===== config.mk =====
export PLATFORM = sky130hd
export DESIGN_NAME = ppgCascade
export DESIGN_NICKNAME = d
export VERILOG_FILES = /design/src/rtl/ppgCascadePkg.sv /design/src/rtl/ppgControl.sv /design/src/rtl/ppgDatapath.sv /design/src/rtl/ppgCascade.sv
export SDC_FILE = /design/constraint.sdc
export NUM_CORES = 1
export LEC_CHECK = 0
export ABC_AREA = 1
export BUFFER_PORTS_ARGS = -buffer_cell sky130_fd_sc_hd__clkbuf_2
export CORE_ASPECT_RATIO = 1.75
export CORE_UTILIZATION = 50
export CTS_CLUSTER_SIZE = 24
export DETAILED_ROUTE_END_ITERATION = 10
export GPL_ROUTABILITY_DRIVEN = 0
export HOLD_SLACK_MARGIN = 0.05
export PLACE_DENSITY = 0.71
export SYNTH_ARGS = -nofsm -noshare
export SYNTH_HDL_FRONTEND = slang
export SYNTH_SLANG_ARGS = --single-unit

===== constraint.sdc =====
create_clock -name clk -period 2.45 [get_ports clk]
set_input_delay 0.49 -clock clk [delete_from_list [all_inputs] [get_ports clk]]
set_output_delay 0.49 -clock clk [all_outputs]
set_load 0.01 [all_outputs]

===== src/rtl/ppgCascadePkg.sv =====
package ppgCascadePkg;

  // Per-channel command strobes issued by the control to the datapath.
  typedef struct packed {
    logic clear;   // channel disabled: force internal output low, freeze count
    logic load;    // first enabled clock: capture settings, start counting
    logic reload;  // count event at end of period: capture settings again
    logic step;    // count event mid-period: decrement
  } chStrobeT;

endpackage


===== src/rtl/ppgControl.sv =====
module ppgControl
  import ppgCascadePkg::*;
#(
  parameter int NCH = 2
) (
  input  logic                     clk,
  input  logic                     rst,
  input  logic                     extTick,
  input  logic [NCH-1:0]           enable,
  input  logic [NCH-1:0]           rawLevel,
  input  logic [NCH-1:0]           atEnd,
  output chStrobeT [NCH-1:0]       strobe,
  output logic [NCH-1:0]           chTick
);

  logic [NCH-1:0] running;
  logic [NCH-1:0] rawDly;

  // Registered copies: run state and previous internal output level.
  always_ff @(posedge clk) begin
    if (rst) begin
      running <= '0;
      rawDly  <= '0;
    end else begin
      running <= enable;
      rawDly  <= rawLevel;
    end
  end

  // Count-event chain: the top channel uses the external tick; each lower
  // channel uses both edges of the next higher channel's internal output,
  // gated by that channel's enable.
  genvar gi;
  generate
    for (gi = 0; gi < NCH; gi++) begin : g_tick
      if (gi == NCH - 1) begin : g_top
        assign chTick[gi] = extTick;
      end else begin : g_chain
        assign chTick[gi] = enable[gi+1] & (rawLevel[gi+1] ^ rawDly[gi+1]);
      end
    end
  endgenerate

  generate
    for (gi = 0; gi < NCH; gi++) begin : g_strobe
      always_comb begin
        strobe[gi].clear  = ~enable[gi];
        strobe[gi].load   = enable[gi] & ~running[gi];
        strobe[gi].reload = enable[gi] & running[gi] & chTick[gi] & atEnd[gi];
        strobe[gi].step   = enable[gi] & running[gi] & chTick[gi] & ~atEnd[gi];
      end
    end
  endgenerate

endmodule


===== src/rtl/ppgDatapath.sv =====
module ppgDatapath
  import ppgCascadePkg::*;
#(
  parameter int W   = 8,
  parameter int NCH = 2
) (
  input  logic                     clk,
  input  logic                     rst,
  input  chStrobeT [NCH-1:0]       strobe,
  input  logic [NCH-1:0][W-1:0]    periodIn,
  input  logic [NCH-1:0][W-1:0]    highIn,
  input  logic [NCH-1:0]           invertIn,
  output logic [NCH-1:0][W-1:0]    count,
  output logic [NCH-1:0]           rawLevel,
  output logic [NCH-1:0]           atEnd,
  output logic [NCH-1:0]           pinOut
);

  localparam logic [W-1:0] ONE = W'(1);

  logic [NCH-1:0][W-1:0] highWork;
  logic [NCH-1:0][W-1:0] countDec;

  genvar gi;
  generate
    for (gi = 0; gi < NCH; gi++) begin : g_ch
      assign countDec[gi] = count[gi] - ONE;
      assign atEnd[gi]    = (count[gi] <= ONE);
      assign pinOut[gi]   = rawLevel[gi] ^ invertIn[gi];

      always_ff @(posedge clk) begin
        if (rst) begin
          count[gi]    <= '0;
          highWork[gi] <= '0;
          rawLevel[gi] <= 1'b0;
        end else if (strobe[gi].clear) begin
          rawLevel[gi] <= 1'b0;
        end else if (strobe[gi].load || strobe[gi].reload) begin
          count[gi]    <= periodIn[gi];
          highWork[gi] <= highIn[gi];
          rawLevel[gi] <= (highIn[gi] != '0) && (periodIn[gi] <= highIn[gi]);
        end else if (strobe[gi].step) begin
          count[gi]    <= countDec[gi];
          rawLevel[gi] <= (highWork[gi] != '0) && (countDec[gi] <= highWork[gi]);
        end
      end
    end
  endgenerate

endmodule


===== src/rtl/ppgCascade.sv =====
module ppgCascade
  import ppgCascadePkg::*;
#(
  parameter int W = 8
) (
  input  logic         clk,
  input  logic         rst,
  input  logic         tickIn,
  input  logic         ch1Enable,
  input  logic         ch1Invert,
  input  logic [W-1:0] ch1Period,
  input  logic [W-1:0] ch1High,
  input  logic         ch0Enable,
  input  logic         ch0Invert,
  input  logic [W-1:0] ch0Period,
  input  logic [W-1:0] ch0High,
  output logic         ch1Pin,
  output logic         ch0Pin
);

  localparam int NCH = 2;

  chStrobeT [NCH-1:0]    strobe;
  logic [NCH-1:0]        enable;
  logic [NCH-1:0]        invert;
  logic [NCH-1:0][W-1:0] period;
  logic [NCH-1:0][W-1:0] high;
  logic [NCH-1:0][W-1:0] count;
  logic [NCH-1:0]        rawLevel;
  logic [NCH-1:0]        atEnd;
  logic [NCH-1:0]        pinOut;
  logic [NCH-1:0]        chTick;

  assign enable = {ch1Enable, ch0Enable};
  assign invert = {ch1Invert, ch0Invert};
  assign period = {ch1Period, ch0Period};
  assign high   = {ch1High, ch0High};
  assign ch1Pin = pinOut[1];
  assign ch0Pin = pinOut[0];

  ppgControl #(.NCH(NCH)) ctrl (
    .clk(clk), .rst(rst), .extTick(tickIn), .enable(enable),
    .rawLevel(rawLevel), .atEnd(atEnd), .strobe(strobe), .chTick(chTick)
  );

  ppgDatapath #(.W(W), .NCH(NCH)) dp (
    .clk(clk), .rst(rst), .strobe(strobe), .periodIn(period), .highIn(high),
    .invertIn(invert), .count(count), .rawLevel(rawLevel), .atEnd(atEnd),
    .pinOut(pinOut)
  );

endmodule


# After elaboration in Yosys (flattened, before gate mapping)
# Cells that the tools add are included.
[totals] regBits=38 inputBits=39 output_inout_bits=2
[classes] n_reduce_logical=18 bitwise=20 n_mux=8 magnitude_cmp=6 add_sub_neg=2
[ops] operator="8-bit less-or-equal comparator" count=4
[ops] operator="8-bit two-way mux" count=4
[ops] operator="8-bit nonzero test" count=4
[ops] operator="8-bit by 1-bit less-or-equal comparator with 1-bit output (second input constant)" count=2
[ops] operator="8-bit by 1-bit subtractor with 8-bit output (second input constant)" count=2
[ops] operator="1-bit AND" count=11
[ops] operator="2-bit AND reduction" count=4
[ops] operator="1-bit inverter" count=6
[ops] operator="1-bit logical AND" count=4
[ops] operator="1-bit two-way mux" count=4
[ops] operator="2-bit nonzero test" count=2
[ops] operator="2-bit OR reduction" count=2
[ops] operator="1-bit XOR" count=3
[ops] operator="1-bit logical OR" count=2

# Depth between registers and ports, before layout
[logic_depth] word_depth=7 mapped_depth=17 ltp_nobuf=17

# Hierarchy
# Synthesis repeated with hierarchy kept, for this count alone.
[hier_totals] cells_unflattened=410 area_unflattened_um2=2781.4
[modules_own_cells] mod="ppgDatapath" instances=1 cells_each=385 area_per_inst_um2=2622.5 seq_area_each_um2=680.7
[modules_own_cells] mod="ppgControl" instances=1 cells_each=25 area_per_inst_um2=158.9 seq_area_each_um2=60.1

# Worst setup path before layout
# Ideal clock, no wire load.
[synth_path] path_type="register to register" start="reg dp.count[8] (netlist bit)" end="reg dp.rawLevel[1]" stages_incl_launch_ff=16 setup_slack_ns=0.605 t_arrival_ns=1.736 n_path_buf=0 period_less_slack_ns=1.845 cell_sequence="dfxtp_1 inv_1 ha_1 nand3_1 nor2_1 xor2_1 ha_1 nand2_1 nor2_1 nand2_1 nand2_1 nand2_1 nand2_1 nand3_1 nand2_1 inv_1"
[synth_via] elab_chain_cells=5 elab_cells_between_ends=11
[synth_rtl] element="start, declared" line_no="ppgDatapath.sv:13" rtl="output logic [NCH-1:0][W-1:0] count,"
[synth_rtl] element="start signal, assigned by index" line_no="ppgDatapath.sv:39" rtl="count[gi] <= periodIn[gi];"
[synth_rtl] element="start signal, assigned by index" line_no="ppgDatapath.sv:43" rtl="count[gi] <= countDec[gi];"
[synth_rtl] element="8-bit by 1-bit subtractor with 8-bit output" line_no="ppgDatapath.sv:27" rtl="assign countDec[gi] = count[gi] - ONE;"
[synth_rtl] element="8-bit less-or-equal comparator" line_no="ppgDatapath.sv:44" rtl="rawLevel[gi] <= (highWork[gi] != '0) && (countDec[gi] <= highWork[gi]);"
[synth_rtl] element="1-bit logical AND" line_no="ppgDatapath.sv:44"
[synth_rtl] element="1-bit two-way mux" line_no="ppgDatapath.sv:42" rtl="end else if (strobe[gi].step) begin"
[synth_rtl] element="1-bit two-way mux" line_no="ppgDatapath.sv:38" rtl="end else if (strobe[gi].load || strobe[gi].reload) begin"
[synth_rtl] element="end signal, assigned by index" line_no="ppgDatapath.sv:41" rtl="rawLevel[gi] <= (highIn[gi] != '0) && (periodIn[gi] <= highIn[gi]);"
[synth_rtl] element="end signal, assigned by index" line_no="ppgDatapath.sv:44"
[synth_rtl] element="end, declared" line_no="ppgDatapath.sv:14" rtl="output logic [NCH-1:0] rawLevel,"
# Several ways; a longest one is shown, not always the timed one. The select of a mux whose other input is x is not followed.
# A chain may end at the register's enable or synchronous reset.

# Worst setup path after layout
# Ends and elaborated chain as after synthesis.

==> reports/metrics.cfg <==
[cells_and_area]
antenna_cells = 0
nNetsFinal = 554
fillers = 567
synthToLayoutAreaGrowth_pct = 12.28
drive_above_1_share_pct = 12.71
multiInputGateArea_sq_um = 1702
final_cells = 556
ff_latch_area_sq_um = 740.7

[logic_synthesis]
synth_edf_count = 0
syn_avg_cell_area_sq_um = 6.532
syn-cell-area_sq_um = 2874
yosys_warnings = 0
ys_seq_area_share_pct = 25.77
ys_ff_latch = 37
yosys.area.top_type = dfxtp_1
synth_common_cells = nand2_1, inv_1, dfxtp_1, ha_1
synth_nets = 515
syn_inst = 440
synth_top_area_share_pct = 25.77
async_flop_share_pct = 0
ys_types = 24
yosys-top-cells-area = dfxtp_1, ha_1, nand2_1
synth.most_common_cell = nand2_1
synth_flop_cell = dfxtp_1

[timing]
worst_pin_slew_ps = 403.0
finalSetupTns_ps = 0
fin_worst_skew_ps = 4.889
period_share_pct = 84.76
relSlewSlack_pct = 73.10
timing.final.ws_setup_ps = 373.5
slew_viol_final = 0
min_period_ps = 2077
grt_setup_unrepaired = false
hold_viol_final = 0
max_freq_mhz = 481.6
final-setup-viol-count = 0

[clocking]
clock_latency_ps = 290
cts-hold-fix-buffers = 0
cts_tree = built
root_buffer = clkbuf_8
cts_buffers = 5
clk_path_buf_depth = 2
cts_resized = 0
postCtsSetupBuffers = 0
cts_sinks = 37
clk_pin_slew_ps = 80
htreeDepth = 2

[worst_setup_path]
r2r_start = dp.count[8]$_SDFFE_PP0P_
critPathLaunchType = flip-flop
slowest_delay_ps = 400
crit_start = dp.count[8]$_SDFFE_PP0P_
r2r_cells = 15
cp_max_fo = 5
cp-endpoint = dp.rawLevel[1]$_SDFFE_PP0N_
worstPathRequired_ps = 2640
r2r_slack_ps = 370
crit_arrival_ps = 2270
crit_path_frequent_cell = nand2_1
timing.rr.end = dp.rawLevel[1]$_SDFFE_PP0N_
worst-setup-path-type = reg2reg
cp_slowest_cell = dfxtp_1
worstPathCellList = inv_1 > ha_1 > nand3_1 > nor2_1 > xor2_1 > ha_1 > nand2_1 > nor2_1 > nand2_1 > nand2_1 > nand2_1 > nand2_1 > nand3_1 > nand2_1 > inv_1
endpoint_kind = flip-flop

[flow_run]
drv_cap = 0

[routing]
routedWlPerCell_um = 12.29
vias = 2816
remaining_drc_errors = 0
post_drt_via_cell_ratio = 5.065
drt_wl_total_um = 6833
first_pass_iters = 4
ant_nets = 0
dr.first_iter.drc_count = 105

[floorplanning]
die_h_um = 102.3
die_area_sq_um = 6067
boundaryPins = 41
start_util_pct = 51.87
rows = 36
die_width_um = 59.31
core_sq_um = 5540

[global_routing]
grt_pass1_wl_um = 11410
grt_max_degree = 28
antenna_found_initial = 0
grt_pass1_vias = 2735
grt.total_usage_pct = 25.13
grt_remaining_overflow = 0

[place]
dp_hpwl_um = 5617
pre_cts_ws_ps = 369.4
io_buffer_count = 40
dpl.cell_count = 548

[power_and_ir_drop]
p_leak_nw = 1.836
vdd_drop_max_mv = 0.3878
cellPowerDensity_nw_per_um2 = 604.8

[status]
status = complete, no violations

[worst_hold_path]
min_delay_path_depth = 2
hold_class = in2reg

-- registers in the layout, summed over array words and instances, names as in the netlist --
| register | cells |
|---|---|
| ctrl.rawDly | 1 |
| ctrl.running | 2 |
| dp.count | 16 |
| dp.highWork | 16 |
| dp.rawLevel | 2 |
-- layout by cell type, fill, tap and decap left out, drive strengths merged, types with 12 or more instances in the layout --
master	n
o21ai	29
clkbuf	47
nand3	29
nor2	34
a21oi	32
nand2	105
ha	36
dfxtp	37
inv	94
xor2	12
-- logic make-up (layout without fill, tap and decap cells) --
| group | after synthesis | after routing | synth area share, % |
|---|---|---|---|
| compound gates | 69 | 69 | 12.71 |
| xor+xnor | 12 | 12 | 3.657 |
| fa+ha+maj | 36 | 36 | 15.67 |
| buf+inv | 103 | 143 | 15.02 |
| flops | 37 | 37 | 25.77 |
| simple gates | 183 | 183 | 27.17 |
-- power by group --
| part | internal (W) | total [W] | leakage, nW | switching, W |
|---|---|---|---|---|
| Sequential | 0.000657 | 0.000690 | 0.307 | 0.0000336 |
| Combinational | 0.000274 | 0.000706 | 1.47 | 0.000432 |
| Clock | 0.000332 | 0.000555 | 0.0585 | 0.000223 |
| Total | 0.00126 | 0.00195 | 1.84 | 0.000689 |
-- stage by stage --
stage               hold WS, ps  total power, W  util [%]  cell area (sq um)
global route              414.8        0.002108     58.24               3227
finish                    403.0        0.001952     58.24               3227
detailed placement        481.6        0.001403     56.14               3110
global placement          477.6        0.001382     56.14               3110
CTS                       402.9        0.001963     58.24               3227
floorplan                 448.1        0.001229         -               2874
-- worst max-delay path, delay by kind of cell, from the launching register on --
kind / cells / cell delay (ps)
and+or+nand+nor: 10 / 780
xor gates and xnor gates: 1 / 160
adders and majority gates: 2 / 520
DFF: 1 / 400
buffers and inverters: 2 / 120
-- layout make-up --
cell class / count / area share, %
multi-input cells: 300 / 52.73
repair buffers: 41 / 6.824
flip-flops and latches: 37 / 22.95
well taps: 76 / 2.947
clock buffers: 7 / 2.675
inverters: 94 / 10.93
clock inverters: 1 / 0.9306
-- metal layers --
layer	track usage (%)	up-vias	part of all wire [%]
met4	17.22	0	6.4
met1	22.09	1250	36
met5	0	-	0
met3	3.165	31	2.9
met2	49.70	79	55
li1	-	1456	-
-- worst min path at each step --
stage                                      startpoint  slack [ps]                          end
after floorplan           dp.highWork[8]$_SDFFE_PP0P_         450  dp.highWork[8]$_SDFFE_PP0P_
after global placement    dp.highWork[8]$_SDFFE_PP0P_         480  dp.highWork[8]$_SDFFE_PP0P_
after detailed placement  dp.rawLevel[1]$_SDFFE_PP0N_         480    ctrl.rawDly[1]$_SDFF_PP0_
after CTS                                         rst         400    ctrl.rawDly[1]$_SDFF_PP0_
after global routing                              rst         410    ctrl.rawDly[1]$_SDFF_PP0_
final                                             rst         400    ctrl.rawDly[1]$_SDFF_PP0_
Note: power is estimated with default switching activity, not from simulation.
